File: src/rtl/pkt_mmu_pkg.sv
package pkt_mmu_pkg;
  typedef enum logic [2:0] {
    CMD_NOP     = 3'd0,
    CMD_ALLOC   = 3'd1,
    CMD_RESET   = 3'd2,
    CMD_RX_DROP = 3'd3,
    CMD_RX_FREE = 3'd4,
    CMD_FREE_PN = 3'd5,
    CMD_TX_ENQ  = 3'd6,
    CMD_TX_CLR  = 3'd7
  } mmu_cmd_e;
endpackage

File: src/rtl/pn_fifo.sv
module pn_fifo #(
  parameter int DEPTH = 16,
  parameter int W     = 4
) (
  input  logic         clk,
  input  logic         rst_n,
  input  logic         flush,
  input  logic         push,
  input  logic [W-1:0] din,
  input  logic         pop,
  output logic [W-1:0] head,
  output logic         empty,
  output logic         full
);
  localparam int AW = (DEPTH > 1) ? $clog2(DEPTH) : 1;

  logic [W-1:0] mem [DEPTH];
  logic [AW:0]  wp_q, rp_q;
  logic         do_push, do_pop;

  assign empty   = (wp_q == rp_q);
  assign full    = (wp_q[AW] != rp_q[AW]) && (wp_q[AW-1:0] == rp_q[AW-1:0]);
  assign do_push = push && !full;
  assign do_pop  = pop && !empty;
  assign head    = mem[rp_q[AW-1:0]];

  always_ff @(posedge clk) begin
    if (!rst_n || flush) begin
      wp_q <= '0;
      rp_q <= '0;
    end else begin
      if (do_push) wp_q <= wp_q + 1'b1;
      if (do_pop)  rp_q <= rp_q + 1'b1;
    end
  end

  always_ff @(posedge clk) begin
    if (do_push) mem[wp_q[AW-1:0]] <= din;
  end

  AST_FIFO_FLUSH: assert property (@(posedge clk) disable iff (!rst_n)
    flush |=> empty);
  AST_FIFO_FILL: assert property (@(posedge clk) disable iff (!rst_n)
    (do_push && !do_pop && !flush) |=> !empty);
endmodule

File: src/rtl/pn_alloc.sv
module pn_alloc #(
  parameter int NUM_PKTS = 16,
  parameter int PN_W     = 4,
  parameter int REL_LAT  = 4
) (
  input  logic            clk,
  input  logic            rst_n,
  input  logic            clr,
  input  logic            alloc_req,
  input  logic            rel_req,
  input  logic [PN_W-1:0] rel_pn,
  output logic            failed,
  output logic            busy,
  output logic            alloc_int,
  output logic [PN_W-1:0] alloc_pn,
  output logic            rel_err
);
  localparam int CW = $clog2(REL_LAT) + 1;

  logic [NUM_PKTS-1:0] used_q, used_d, set_mask, clr_mask;
  logic                pend_q;
  logic [CW-1:0]       cnt_q;
  logic [PN_W-1:0]     rel_pn_q;
  logic                gnt_found, grant, rel_done, rel_hit;
  logic [PN_W-1:0]     gnt_idx;

  // lowest free number
  always_comb begin
    gnt_found = 1'b0;
    gnt_idx   = '0;
    for (int i = NUM_PKTS - 1; i >= 0; i--) begin
      if (!used_q[i]) begin
        gnt_found = 1'b1;
        gnt_idx   = PN_W'(i);
      end
    end
  end

  assign grant    = pend_q && gnt_found;
  assign rel_done = busy && (cnt_q == '0);
  assign rel_hit  = used_q[rel_pn_q];

  for (genvar g = 0; g < NUM_PKTS; g++) begin : g_mask
    assign set_mask[g] = grant && (gnt_idx == PN_W'(g));
    assign clr_mask[g] = rel_done && rel_hit && (rel_pn_q == PN_W'(g));
  end

  assign used_d = (used_q | set_mask) & ~clr_mask;

  always_ff @(posedge clk) begin
    if (!rst_n || clr) begin
      used_q    <= '0;
      pend_q    <= 1'b0;
      failed    <= 1'b1;
      alloc_int <= 1'b0;
      alloc_pn  <= '0;
      busy      <= 1'b0;
      cnt_q     <= '0;
      rel_pn_q  <= '0;
      rel_err   <= 1'b0;
    end else begin
      used_q <= used_d;
      if (grant) begin
        pend_q    <= 1'b0;
        failed    <= 1'b0;
        alloc_pn  <= gnt_idx;
        alloc_int <= 1'b1;
      end else if (alloc_req && !pend_q) begin
        pend_q    <= 1'b1;
        failed    <= 1'b1;
        alloc_int <= 1'b0;
      end
      if (rel_req && !busy) begin
        busy     <= 1'b1;
        cnt_q    <= CW'(REL_LAT - 1);
        rel_pn_q <= rel_pn;
      end else if (busy) begin
        if (cnt_q == '0) begin
          busy <= 1'b0;
          if (!rel_hit) rel_err <= 1'b1;
        end else begin
          cnt_q <= cnt_q - 1'b1;
        end
      end
    end
  end

  AST_FAILED_ON_REQ: assert property (@(posedge clk) disable iff (!rst_n)
    (alloc_req && !pend_q && !clr) |=> failed);
  AST_GRANT_OWNED: assert property (@(posedge clk) disable iff (!rst_n)
    ($fell(failed) && !$past(clr)) |-> (used_q[alloc_pn] && alloc_int));
  AST_PEND_HOLDS: assert property (@(posedge clk) disable iff (!rst_n)
    (pend_q && !gnt_found && !clr) |=> failed);
  AST_BUSY_START: assert property (@(posedge clk) disable iff (!rst_n)
    (rel_req && !busy && !clr) |=> busy);
  AST_REL_ERR_STICKY: assert property (@(posedge clk) disable iff (!rst_n)
    (rel_err && !clr) |=> rel_err);
endmodule

File: src/rtl/pkt_mmu_top.sv
module pkt_mmu_top
  import pkt_mmu_pkg::*;
#(
  parameter int NUM_PKTS = 16,
  parameter int REL_LAT  = 4,
  localparam int PN_W    = $clog2(NUM_PKTS)
) (
  input  logic            clk,
  input  logic            rst_n,
  input  logic            cmd_wr,
  input  logic [2:0]      cmd_code,
  input  logic            pnr_wr,
  input  logic [PN_W-1:0] pnr_wdata,
  output logic [PN_W-1:0] pnr_q,
  output logic            busy,
  output logic            failed,
  output logic            alloc_int,
  output logic [PN_W-1:0] alloc_pn,
  output logic            rel_err,
  input  logic            rx_in_valid,
  input  logic [PN_W-1:0] rx_in_pn,
  output logic            rx_in_ready,
  output logic [PN_W-1:0] rx_head,
  output logic            rx_empty,
  output logic            txq_valid,
  output logic [PN_W-1:0] txq_pn,
  input  logic            txq_ready,
  input  logic            cmp_in_valid,
  input  logic [PN_W-1:0] cmp_in_pn,
  output logic            cmp_in_ready,
  output logic [PN_W-1:0] cmp_head,
  output logic            cmp_empty,
  input  logic            cmp_pop
);
  mmu_cmd_e        cmd;
  logic            mmu_clr, tx_clr, rel_rx, rel_pnr, rx_pop;
  logic            rx_full, txq_empty, txq_full, cmp_full;
  logic [PN_W-1:0] rel_pn;

  assign cmd     = mmu_cmd_e'(cmd_code);
  assign mmu_clr = cmd_wr && (cmd == CMD_RESET);
  assign tx_clr  = mmu_clr || (cmd_wr && (cmd == CMD_TX_CLR));
  assign rel_rx  = cmd_wr && (cmd == CMD_RX_FREE) && !rx_empty && !busy;
  assign rel_pnr = cmd_wr && (cmd == CMD_FREE_PN) && !busy;
  assign rx_pop  = rel_rx || (cmd_wr && (cmd == CMD_RX_DROP));
  assign rel_pn  = rel_rx ? rx_head : pnr_q;

  always_ff @(posedge clk) begin
    if (!rst_n || mmu_clr) pnr_q <= '0;
    else if (pnr_wr)       pnr_q <= pnr_wdata;
  end

  pn_alloc #(.NUM_PKTS(NUM_PKTS), .PN_W(PN_W), .REL_LAT(REL_LAT)) u_alloc (
    .clk       (clk),
    .rst_n     (rst_n),
    .clr       (mmu_clr),
    .alloc_req (cmd_wr && (cmd == CMD_ALLOC)),
    .rel_req   (rel_rx || rel_pnr),
    .rel_pn    (rel_pn),
    .failed    (failed),
    .busy      (busy),
    .alloc_int (alloc_int),
    .alloc_pn  (alloc_pn),
    .rel_err   (rel_err)
  );

  assign rx_in_ready = !rx_full;
  pn_fifo #(.DEPTH(NUM_PKTS), .W(PN_W)) u_rxq (
    .clk   (clk),
    .rst_n (rst_n),
    .flush (mmu_clr),
    .push  (rx_in_valid && rx_in_ready),
    .din   (rx_in_pn),
    .pop   (rx_pop),
    .head  (rx_head),
    .empty (rx_empty),
    .full  (rx_full)
  );

  assign txq_valid = !txq_empty;
  pn_fifo #(.DEPTH(NUM_PKTS), .W(PN_W)) u_txq (
    .clk   (clk),
    .rst_n (rst_n),
    .flush (tx_clr),
    .push  (cmd_wr && (cmd == CMD_TX_ENQ)),
    .din   (pnr_q),
    .pop   (txq_valid && txq_ready),
    .head  (txq_pn),
    .empty (txq_empty),
    .full  (txq_full)
  );

  assign cmp_in_ready = !cmp_full;
  pn_fifo #(.DEPTH(NUM_PKTS), .W(PN_W)) u_cmpq (
    .clk   (clk),
    .rst_n (rst_n),
    .flush (tx_clr),
    .push  (cmp_in_valid && cmp_in_ready),
    .din   (cmp_in_pn),
    .pop   (cmp_pop),
    .head  (cmp_head),
    .empty (cmp_empty),
    .full  (cmp_full)
  );

  AST_TX_CLEAR: assert property (@(posedge clk) disable iff (!rst_n)
    (cmd_wr && cmd == CMD_TX_CLR) |=> (!txq_valid && cmp_empty));
  AST_MMU_RESET: assert property (@(posedge clk) disable iff (!rst_n)
    mmu_clr |=> (failed && pnr_q == '0 && !busy && rx_empty && !alloc_int));
  AST_RX_FREE_BUSY: assert property (@(posedge clk) disable iff (!rst_n)
    (rel_rx && !mmu_clr) |=> busy);
  AST_RX_BACKPRESSURE: assert property (@(posedge clk) disable iff (!rst_n)
    !rx_in_ready |-> !rx_empty);
  AST_TXQ_HOLD: assert property (@(posedge clk) disable iff (!rst_n)
    (txq_valid && !txq_ready && !tx_clr) |=> txq_valid);
  AST_TXQ_NO_OVERFLOW: assert property (@(posedge clk) disable iff (!rst_n)
    txq_full |-> txq_valid);
endmodule

File: config.mk
export PLATFORM = sky130hd
export DESIGN_NAME = pkt_mmu_top
export DESIGN_NICKNAME = d
export VERILOG_FILES = /design/src/rtl/pkt_mmu_pkg.sv /design/src/rtl/pn_fifo.sv /design/src/rtl/pn_alloc.sv /design/src/rtl/pkt_mmu_top.sv
export SDC_FILE = /design/constraint.sdc
export NUM_CORES = 1
export LEC_CHECK = 0
export ABC_AREA = 0
export CAP_MARGIN = 20
export CORE_MARGIN = 2
export CORE_UTILIZATION = 40
export CTS_CLUSTER_SIZE = 40
export DETAILED_ROUTE_END_ITERATION = 7
export DONT_BUFFER_PORTS = 1
export SYNTH_ARGS = -nofsm -noshare
export SYNTH_HDL_FRONTEND = slang
export SYNTH_SLANG_ARGS = --single-unit
File: constraint.sdc
create_clock -name clk -period 6.2 [get_ports clk]
set_input_delay 0.31 -clock clk [delete_from_list [all_inputs] [get_ports clk]]
set_output_delay 0.31 -clock clk [all_outputs]
set_load 0.05 [all_outputs]
==> reports/results.tsv, run 1 <==
stage	metric	value	unit
floorplan	die_y	174.3	um
sta	hold_ws	0.03018	ns
power_and_ir_drop	power_density	305.9	mW/mm^2
floorplan	coreArea	0.02863	mm^2
detailed_routing	vias	6615	
clocking	cts.sink_count	270	
floorplan	die_w	174.3	um
job	cap_violations	0	
floorplan	dieArea	0.03038	mm^2
final_layout	final_cell_area	0.01313	mm^2
sta	tns	0	ns
detailed_routing	wl_per_cell	20.32	um
synthesis	synth_area	0.01160	mm^2
floorplan	io_pins	52	
global_route	grt_pass1_wl	38450	um
final_layout	multiInputGateArea	0.003944	mm^2
clocking	clockBufferDepth	3	
outcome	status	complete, no violations	
sta	report.final.slew_viol_count	0	
global_route	first_global_vias	6562	
synthesis	dominantRegCellSynth	edfxtp_1	
power_and_ir_drop	combPwrFrac	6.4	%
detailed_routing	viasPerCell	5.449	
synthesis	syn_area_per_cell	14.71	um^2
worst_setup_path	path_class	flip-flop to primary output	
clocking	root_buffer	clkbuf_16	
clocking	clkLatencyLatePin	0.55	ns
power_and_ir_drop	power.internal	3.110	mW
sta	fin_skew	0.007440	ns
global_route	grt_max_degree	41	
final_layout	regArea	0.007327	mm^2
detailed_routing	first_pass_iters	5	
sta	grt_setup_unrepaired	false	
synthesis	synth_nets	829	
placed_design	place_ws	3.316	ns
clocking	clk_pin_slew	0.06	ns
placed_design	gp_congestion	0.8656	
final_layout	layout.nets	846	
synthesis	synth_edf_count	192	
floorplan	fp-row-count	62	
synthesis	ys_seq_elements	270	
global_route	antenna_found_initial	3	
worst_setup_path	end_kind	primary output	
clocking	cts_made_buffers	28	
floorplan	start_util	40.53	%
sta	post-route-period-util	47.14	%
placed_design	port_buffers	0	
power_and_ir_drop	ir_drop	239.3	uV
final_layout	layout_commonest_cell	edfxtp_1	
power_and_ir_drop	p_switching	0.9050	mW
worst_setup_path	crit_fanout	9	
synthesis	ys_async_sr_fraction	0	%
detailed_routing	drtIter0Drc	690	
detailed_routing	routed_wl	24670	um
placed_design	place_area	0.01187	mm^2
worst_hold_path	hp-class	primary input to flip-flop	
power_and_ir_drop	clockPowerShare	44.0	%
final_layout	area_delta_synth_final	13.15	%
clocking	cts_tree	built	
detailed_routing	drc_errors	0	
worst_setup_path	crit_chain	buf_8, mux4_2, mux4_2	
final_layout	layout_common_cells	192 x edfxtp_1, 78 x dfxtp_1, 63 x nor2_1	
synthesis	ys_seq_area_share	63.15	%
sta	setup_violations	0	
worst_setup_path	cp_data_required_time	5.89	ns
worst_setup_path	start_kind	flip-flop	
sta	maxSlewHeadroom	25.39	%
power_and_ir_drop	p_leak	4.269	nW
detailed_routing	postRouteAntennaNets	0	
sta	fin_crit	2.923	ns
global_route	use_met1	22.40	%
final_layout	drive_gt1_share	15.46	%
worst_setup_path	crit_slowest_cell	mux4_2	
worst_setup_path	cp.arrival	2.61	ns
clocking	h-tree-depth	1	
global_route	grtUsageTotal	16.26	%
worst_setup_path	crit_path_frequent_cell	mux4_2	
final_layout	fillCellCount	2500	
power_and_ir_drop	swShare	22.54	%
synthesis	synth_cell_types	67	
worst_setup_path	max_stage_delay	0.65	ns
synthesis	yosysWarnings	0	
sta	fin_ws	3.277	ns
sta	fmax	0.3422	GHz
placed_design	dp_hpwl	16440	um
global_route	overflow	0	
global_route	grt_use_met3	4.265	%
synthesis	synthCells	789	
sta	final_hold_viol_count	0	
global_route	gr-usage-met2	25.79	%
power_and_ir_drop	seqPwrFrac	49.6	%
global_route	busiest_layer	met2	
sta	worst_slew_pin_slew	1.118	ns
==> worst max-delay path: cells and delay by family (launching register included) <==
kind	cells	cell delay (ns)
buf+inv	1	0.23
flops	1	0.64
mux	2	1.18
==> area by class of cell <==
type / count / area share [%]
Timing Repair Buffer: 26 / 2.192
Antenna cell: 2 / 0.03812
Inverter: 25 / 0.7148
Sequential cell: 270 / 55.81
Tap cell: 384 / 3.660
Multi-Input combinational cell: 455 / 30.04
Clock inverter: 16 / 1.592
Clock buffer: 36 / 5.947
==> worst paths after layout <==
path,startpoint,end,slack (ns),cells after the start
worst min register to register,u_alloc.used_q[12]$_SDFF_PP0_,u_alloc.used_q[12]$_SDFF_PP0_,0.51,2
worst min-delay path,cmd_code[1],u_alloc.pend_q$_SDFFE_PP0P_,0.03,2
worst max register to register,u_txq.wp_q[2]$_SDFFE_PP0P_,u_txq.mem[1][0]$_DFFE_PP_,3.71,5
worst max-delay path,flip-flop,txq_pn[0],3.28,3
==> power by group through the flow <==
stage                     Clock, mW  Sequential [mW]  Combinational [mW]
after CTS                      1.80             2.00               0.240
after global routing           1.88             2.00               0.280
after global placement            0             2.04               0.214
after floorplan                   0             2.02               0.197
after detailed placement          0             2.04               0.216
final                          1.76             1.99               0.258
==> flip-flops by register name, indices dropped and copies added (netlist names), 3 cells and up, named ones only <==
signal            count
pnr_q                 4
u_alloc.alloc_pn      4
u_alloc.cnt_q         3
u_alloc.rel_pn_q      4
u_alloc.used_q       16
u_cmpq.mem           64
u_cmpq.rp_q           5
u_cmpq.wp_q           5
u_rxq.mem            64
u_rxq.rp_q            5
u_rxq.wp_q            5
u_txq.mem            64
u_txq.rp_q            5
u_txq.wp_q            5
==> synth_stat cells, drive strengths merged (2+ instances only) <==
library cell  count  area [um^2]
nor2b            14        87.58
o211ai            8        60.06
edfxtp          192         5766
a211oi            6        45.04
nand2            40        150.1
a31oi             6        37.54
a21oi            26        133.9
xor2             14        122.6
mux4             60         1355
inv              25        93.84
and3b             2        17.52
clkbuf           21        122.6
nor3b             2        15.01
or2               2        12.51
o21ai            17        85.08
o41ai             2        25.03
a41oi             3        26.28
a21boi            2        18.77
and2              4        25.02
a22oi             6        45.04
nand2b            9        56.30
nor2             63        236.5
buf              18        118.9
xnor2            28        245.2
dfxtp            78         1562
nor3             12        60.06
a211o             2        17.52
and4              8        71.32
o31ai             3        32.53
nand3b            3        22.52
or3               2        17.52
nand4            12        75.07
ha               17        212.7
nand3            15        75.07
and3             28        175.2
o21a              4        30.03
a311oi            7        61.31
mux2i            12        120.1
==> logic make-up (layout without fill, tap and decap cells) <==
logic type,after synthesis,after routing,synth area share [%]
xor+xnor,42,42,3.171
mux,73,73,12.81
other cells,0,2,0
flops,270,270,63.15
simple gates,220,220,9.770
compound gates,103,103,6.374
fa+ha+maj,17,17,1.833
buf+inv,64,103,2.890
==> per-layer routing <==
layer | vias up | part of all wire [%] | routed length [um]
li1 | 3079 | - | -
met1 | 3284 | 44 | 10880
met3 | 44 | 6.8 | 1672
met2 | 206 | 47 | 11540
met5 | - | 0.045 | 11
met4 | 2 | 2.3 | 564
==> through the flow <==
stage                     power (mW)  util [%]  instances
after global placement         2.255     41.46       1137
after floorplan                2.218         -        789
after CTS                      4.047     45.58       1208
final                          4.015     45.86       1214
after detailed placement       2.259     41.46       1137
after global routing           4.153     45.86       1214
==> repair_timing <==
item | CTS | global route
buffers inserted | 0 | 0
hold buffers | 19 | 0
hold endpoints to repair | 138 | 0
resized for setup | 0 | 0
Power figures use the tool's default switching activity.
==> run 2: changes to the inputs <==
--- a/config.mk
+++ b/config.mk
@@ -5,7 +5,7 @@
 export SDC_FILE = /design/constraint.sdc
 export NUM_CORES = 1
 export LEC_CHECK = 0
-export ABC_AREA = 0
+export ABC_AREA = 1
 export CAP_MARGIN = 20
 export CORE_MARGIN = 2
 export CORE_UTILIZATION = 40
==> constraint.sdc (replaced) <==
create_clock -name clk -period 2.6 [get_ports clk]
set_input_delay 0.13 -clock clk [delete_from_list [all_inputs] [get_ports clk]]
set_output_delay 0.13 -clock clk [all_outputs]
set_load 0.05 [all_outputs]
==> reports/results.tsv, run 2 <==
stage	metric	value	unit	change
worst_setup_path	crit_fanout	16		was 9
global_route	grtUsageTotal	17.48	%	was 16.26%
global_route	overflow	0		unchanged
synthesis	synth.top_cell.area_share	49.15	%	was 49.69%
floorplan	start_util	40.76	%	was 40.53%
detailed_routing	postRouteAntennaNets	0		unchanged
sta	fin_crit	2.381	ns	
detailed_routing	drtIter0Drc	660		was 690
sta	report.final.slew_viol_count	0		unchanged
worst_setup_path	r2r_start	u_txq.wp_q[3]$_SDFFE_PP0P_		was u_txq.wp_q[2]$_SDFFE_PP0P_
synthesis	synthCells	1116		was 789
worst_setup_path	crit_slowest_cell	nand2_1		was mux4_2
clocking	cts_setup_buffers	0		unchanged
placed_design	dp_hpwl	17880	um	was 16440 um
worst_hold_path	hp-start	cmd_code[0]		was cmd_code[1]
final_layout	utilization	46.47	%	was 45.86%
worst_setup_path	crit_chain	buf_4, inv_1, o21ai_0, o211ai_1, nand2_1		was buf_8, mux4_2, mux4_2
final_layout	area_delta_synth_final	14.03	%	was 13.15%
floorplan	dieArea	0.03071	mm^2	was 0.03038 mm^2
sta	worst_slew_pin_slew	0.8534	ns	was 1.118 ns
synthesis	yosysWarnings	0		unchanged
final_layout	drive_gt1_share	10.38	%	was 15.46%
clocking	cts_made_buffers	29		was 28
synthesis	syn_area_per_cell	10.51	um^2	was 14.71 um^2
placed_design	place_ws	0.5460	ns	was 3.316 ns
floorplan	die_y	175.2	um	was 174.3 um
floorplan	coreArea	0.02878	mm^2	was 0.02863 mm^2
detailed_routing	vias	8042		was 6615
synthesis	yosys.cell_count.top_type	edfxtp_1		unchanged
synthesis	synth_cell_types	39		was 67
placed_design	place_area	0.01223	mm^2	was 0.01187 mm^2
worst_setup_path	end_kind	primary output		unchanged
power_and_ir_drop	power_density	723.7	mW/mm^2	was 305.9 mW/mm^2
synthesis	synth_area	0.01173	mm^2	was 0.01160 mm^2
sta	tns	0	ns	unchanged
synthesis	synth_common_cells	192 x edfxtp_1, 149 x nand2_1, 118 x nor2_1, 107 x inv_1, 86 x o21ai_0		was 192 x edfxtp_1, 78 x dfxtp_1, 63 x nor2_1, 59 x mux4_2, 40 x nand2_1
synthesis	synth_nets	1156		was 829
synthesis	yosys.area.top_type	edfxtp_1		unchanged
clocking	cts_tree	built		unchanged
detailed_routing	drc_errors	0		unchanged
global_route	antenna_found_initial	4		was 3
sta	fin_skew	0.009401	ns	was 0.007440 ns
detailed_routing	viasPerCell	5.152		was 5.449
sta	fmax	0.4199	GHz	
placed_design	gp_congestion	0.8496		was 0.8656
global_route	grt_max_degree	33		was 41
worst_setup_path	cp.arrival	2.25	ns	was 2.61 ns
power_and_ir_drop	ir_drop	519.3	uV	was 239.3 uV
synthesis	dominantRegCellSynth	edfxtp_1		unchanged
clocking	h-tree-depth	1		unchanged
floorplan	die_w	175.2	um	was 174.3 um
clocking	clockBufferDepth	3		unchanged
worst_setup_path	max_stage_delay	0.38	ns	was 0.65 ns
worst_setup_path	cp_data_required_time	2.47	ns	was 5.89 ns
final_layout	layout.nets	1194		was 846
sta	fin_ws	0.2186	ns	was 3.277 ns
clocking	clkLatencyLatePin	0.54	ns	was 0.55 ns
worst_setup_path	start_kind	flip-flop		unchanged
clocking	clk_pin_slew	0.06	ns	about the same
outcome	status	complete, no violations		unchanged
floorplan	fp-row-count	62		unchanged
sta	grt_setup_unrepaired	false		unchanged
synthesis	ys_seq_elements	270		unchanged
placed_design	port_buffers	0		unchanged
final_layout	layout_commonest_cell	edfxtp_1		unchanged
worst_hold_path	hp-class	primary input to flip-flop		unchanged
global_route	grt_pass1_wl	42570	um	was 38450 um
clocking	cts.sink_count	270		unchanged
synthesis	synth_edf_count	192		unchanged
final_layout	layoutNonFillerInstCount	1561		was 1214
sta	final_hold_viol_count	0		unchanged
synthesis	synth_area_leaders	edfxtp_1 49%, dfxtp_1 13%, nand2_1 4.8%, nor2_1 3.8%, o21ai_0 3.7%		was edfxtp_1 50%, dfxtp_1 13%, mux4_2 11%, xnor2_1 2.1%, nor2_1 2.0%
final_layout	final_cell_area	0.01338	mm^2	was 0.01313 mm^2
sta	maxSlewHeadroom	43.03	%	was 25.39%
placed_design	placed_cells	1486		was 1137
clocking	root_buffer	clkbuf_16		unchanged
job	cap_violations	0		unchanged
sta	setup_violations	0		unchanged
detailed_routing	routed_wl	26660	um	was 24670 um
floorplan	io_pins	52		unchanged
synthesis	ys_async_sr_fraction	0	%	unchanged
final_layout	layout_common_cells	192 x edfxtp_1, 149 x nand2_1, 118 x nor2_1		was 192 x edfxtp_1, 78 x dfxtp_1, 63 x nor2_1
worst_setup_path	path_class	flip-flop to primary output		unchanged
power_and_ir_drop	p_leak	4.602	nW	was 4.269 nW
detailed_routing	first_pass_iters	5		unchanged
sta	post-route-period-util	91.59	%	
global_route	first_global_vias	7889		was 6562
detailed_routing	wl_per_cell	17.08	um	was 20.32 um
synthesis	ys_seq_area_share	62.46	%	was 63.15%
[run 2: cell count changes after synthesis, sizes merged, moves of 8 or more]
| cell | previous run | this run |
|---|---|---|
| xnor2 | 28 | 7 |
| mux2i | 12 | 35 |
| nand2 | 40 | 157 |
| mux4 | 60 | 0 |
| and3 | 28 | 0 |
| nor2 | 63 | 122 |
| nand2b | 9 | 0 |
| inv | 25 | 126 |
| a21oi | 26 | 86 |
| nand3 | 15 | 40 |
| and4 | 8 | 0 |
| nor2b | 14 | 0 |
| o21ai | 17 | 120 |
| o211ai | 8 | 45 |
[run 2: per-layer routing]
metal / vias to the layer above / global-route usage [%] / wire [um]
li1: 3966 / - / -
met5: - / 0 / 11
met1: 3837 / 24.32 / 12440
met4: 2 / 3.819 / 487
met3: 43 / 3.329 / 1485
met2: 194 / 28.49 / 12230
[run 2: worst paths after layout]
| path | end | slack, ns | depth (start not counted) |
|---|---|---|---|
| max | cmp_head[2] | 0.22 | 5 |
| min | u_txq.wp_q[0]$_SDFFE_PP0P_ | 0.05 | 5 |
| max reg2reg | u_txq.mem[4][3]$_DFFE_PP_ | 0.66 | 7 |
| min reg2reg | u_alloc.used_q[2]$_SDFF_PP0_ | 0.48 | 2 |
[run 2: final cells by class]
class / instances / area, um^2
repair buffers: 42 / 392.9
clock buffers: 35 / 758.2
multi-input cells: 685 / 3766
diodes: 2 / 5.005
well taps: 384 / 480.5
inverters: 126 / 473.0
flip-flops and latches: 270 / 7336
clock inverters: 17 / 163.9
fillers: 2657 / 15400
[run 2: cells by family (layout without fill, tap and decap cells)]
logic type      after synthesis  count (layout)  share of synthesized area, %
flops                       270             270                         62.46
other cells                   0               2                             0
xor+xnor                     15              15                         1.120
simple gates                348             348                         12.61
compound gates              270             270                         13.58
buf+inv                     161             220                         5.429
mux                          35              35                         2.987
fa+ha+maj                    17              17                         1.813
[run 2: report_power, final]
part	total, mW	internal (mW)	switching [mW]
logic	0.903	0.268	0.635
registers	4.78	4.67	0.111
clock network	4.00	2.36	1.64
total	9.68	7.30	2.38
[run 2: through the flow]
step / hold slack, ns / total power [mW]
after CTS: 0.01997 / 9.754
after global routing: 0.05678 / 10.04
after global placement: 0.2298 / 5.708
after floorplan: 0.2289 / 5.497
final: 0.04935 / 9.679
after detailed placement: 0.2300 / 5.718
[run 2: what timing repair did]
item / CTS / global route
gates cloned: 0 / 0
resized for setup: 1 / 2
hold endpoints to repair: 158 / 0
hold buffers: 21 / 0
setup endpoints to repair: 4 / 3
[run 2: worst max-delay path, delay by kind of cell (launching register included)]
| family | cells | cell delay, ns |
|---|---|---|
| buffers and inverters | 2 | 0.49 |
| AND/OR/NAND/NOR | 1 | 0.38 |
| flip-flops | 1 | 0.35 |
| AO/OA/AOI/OAI | 2 | 0.48 |
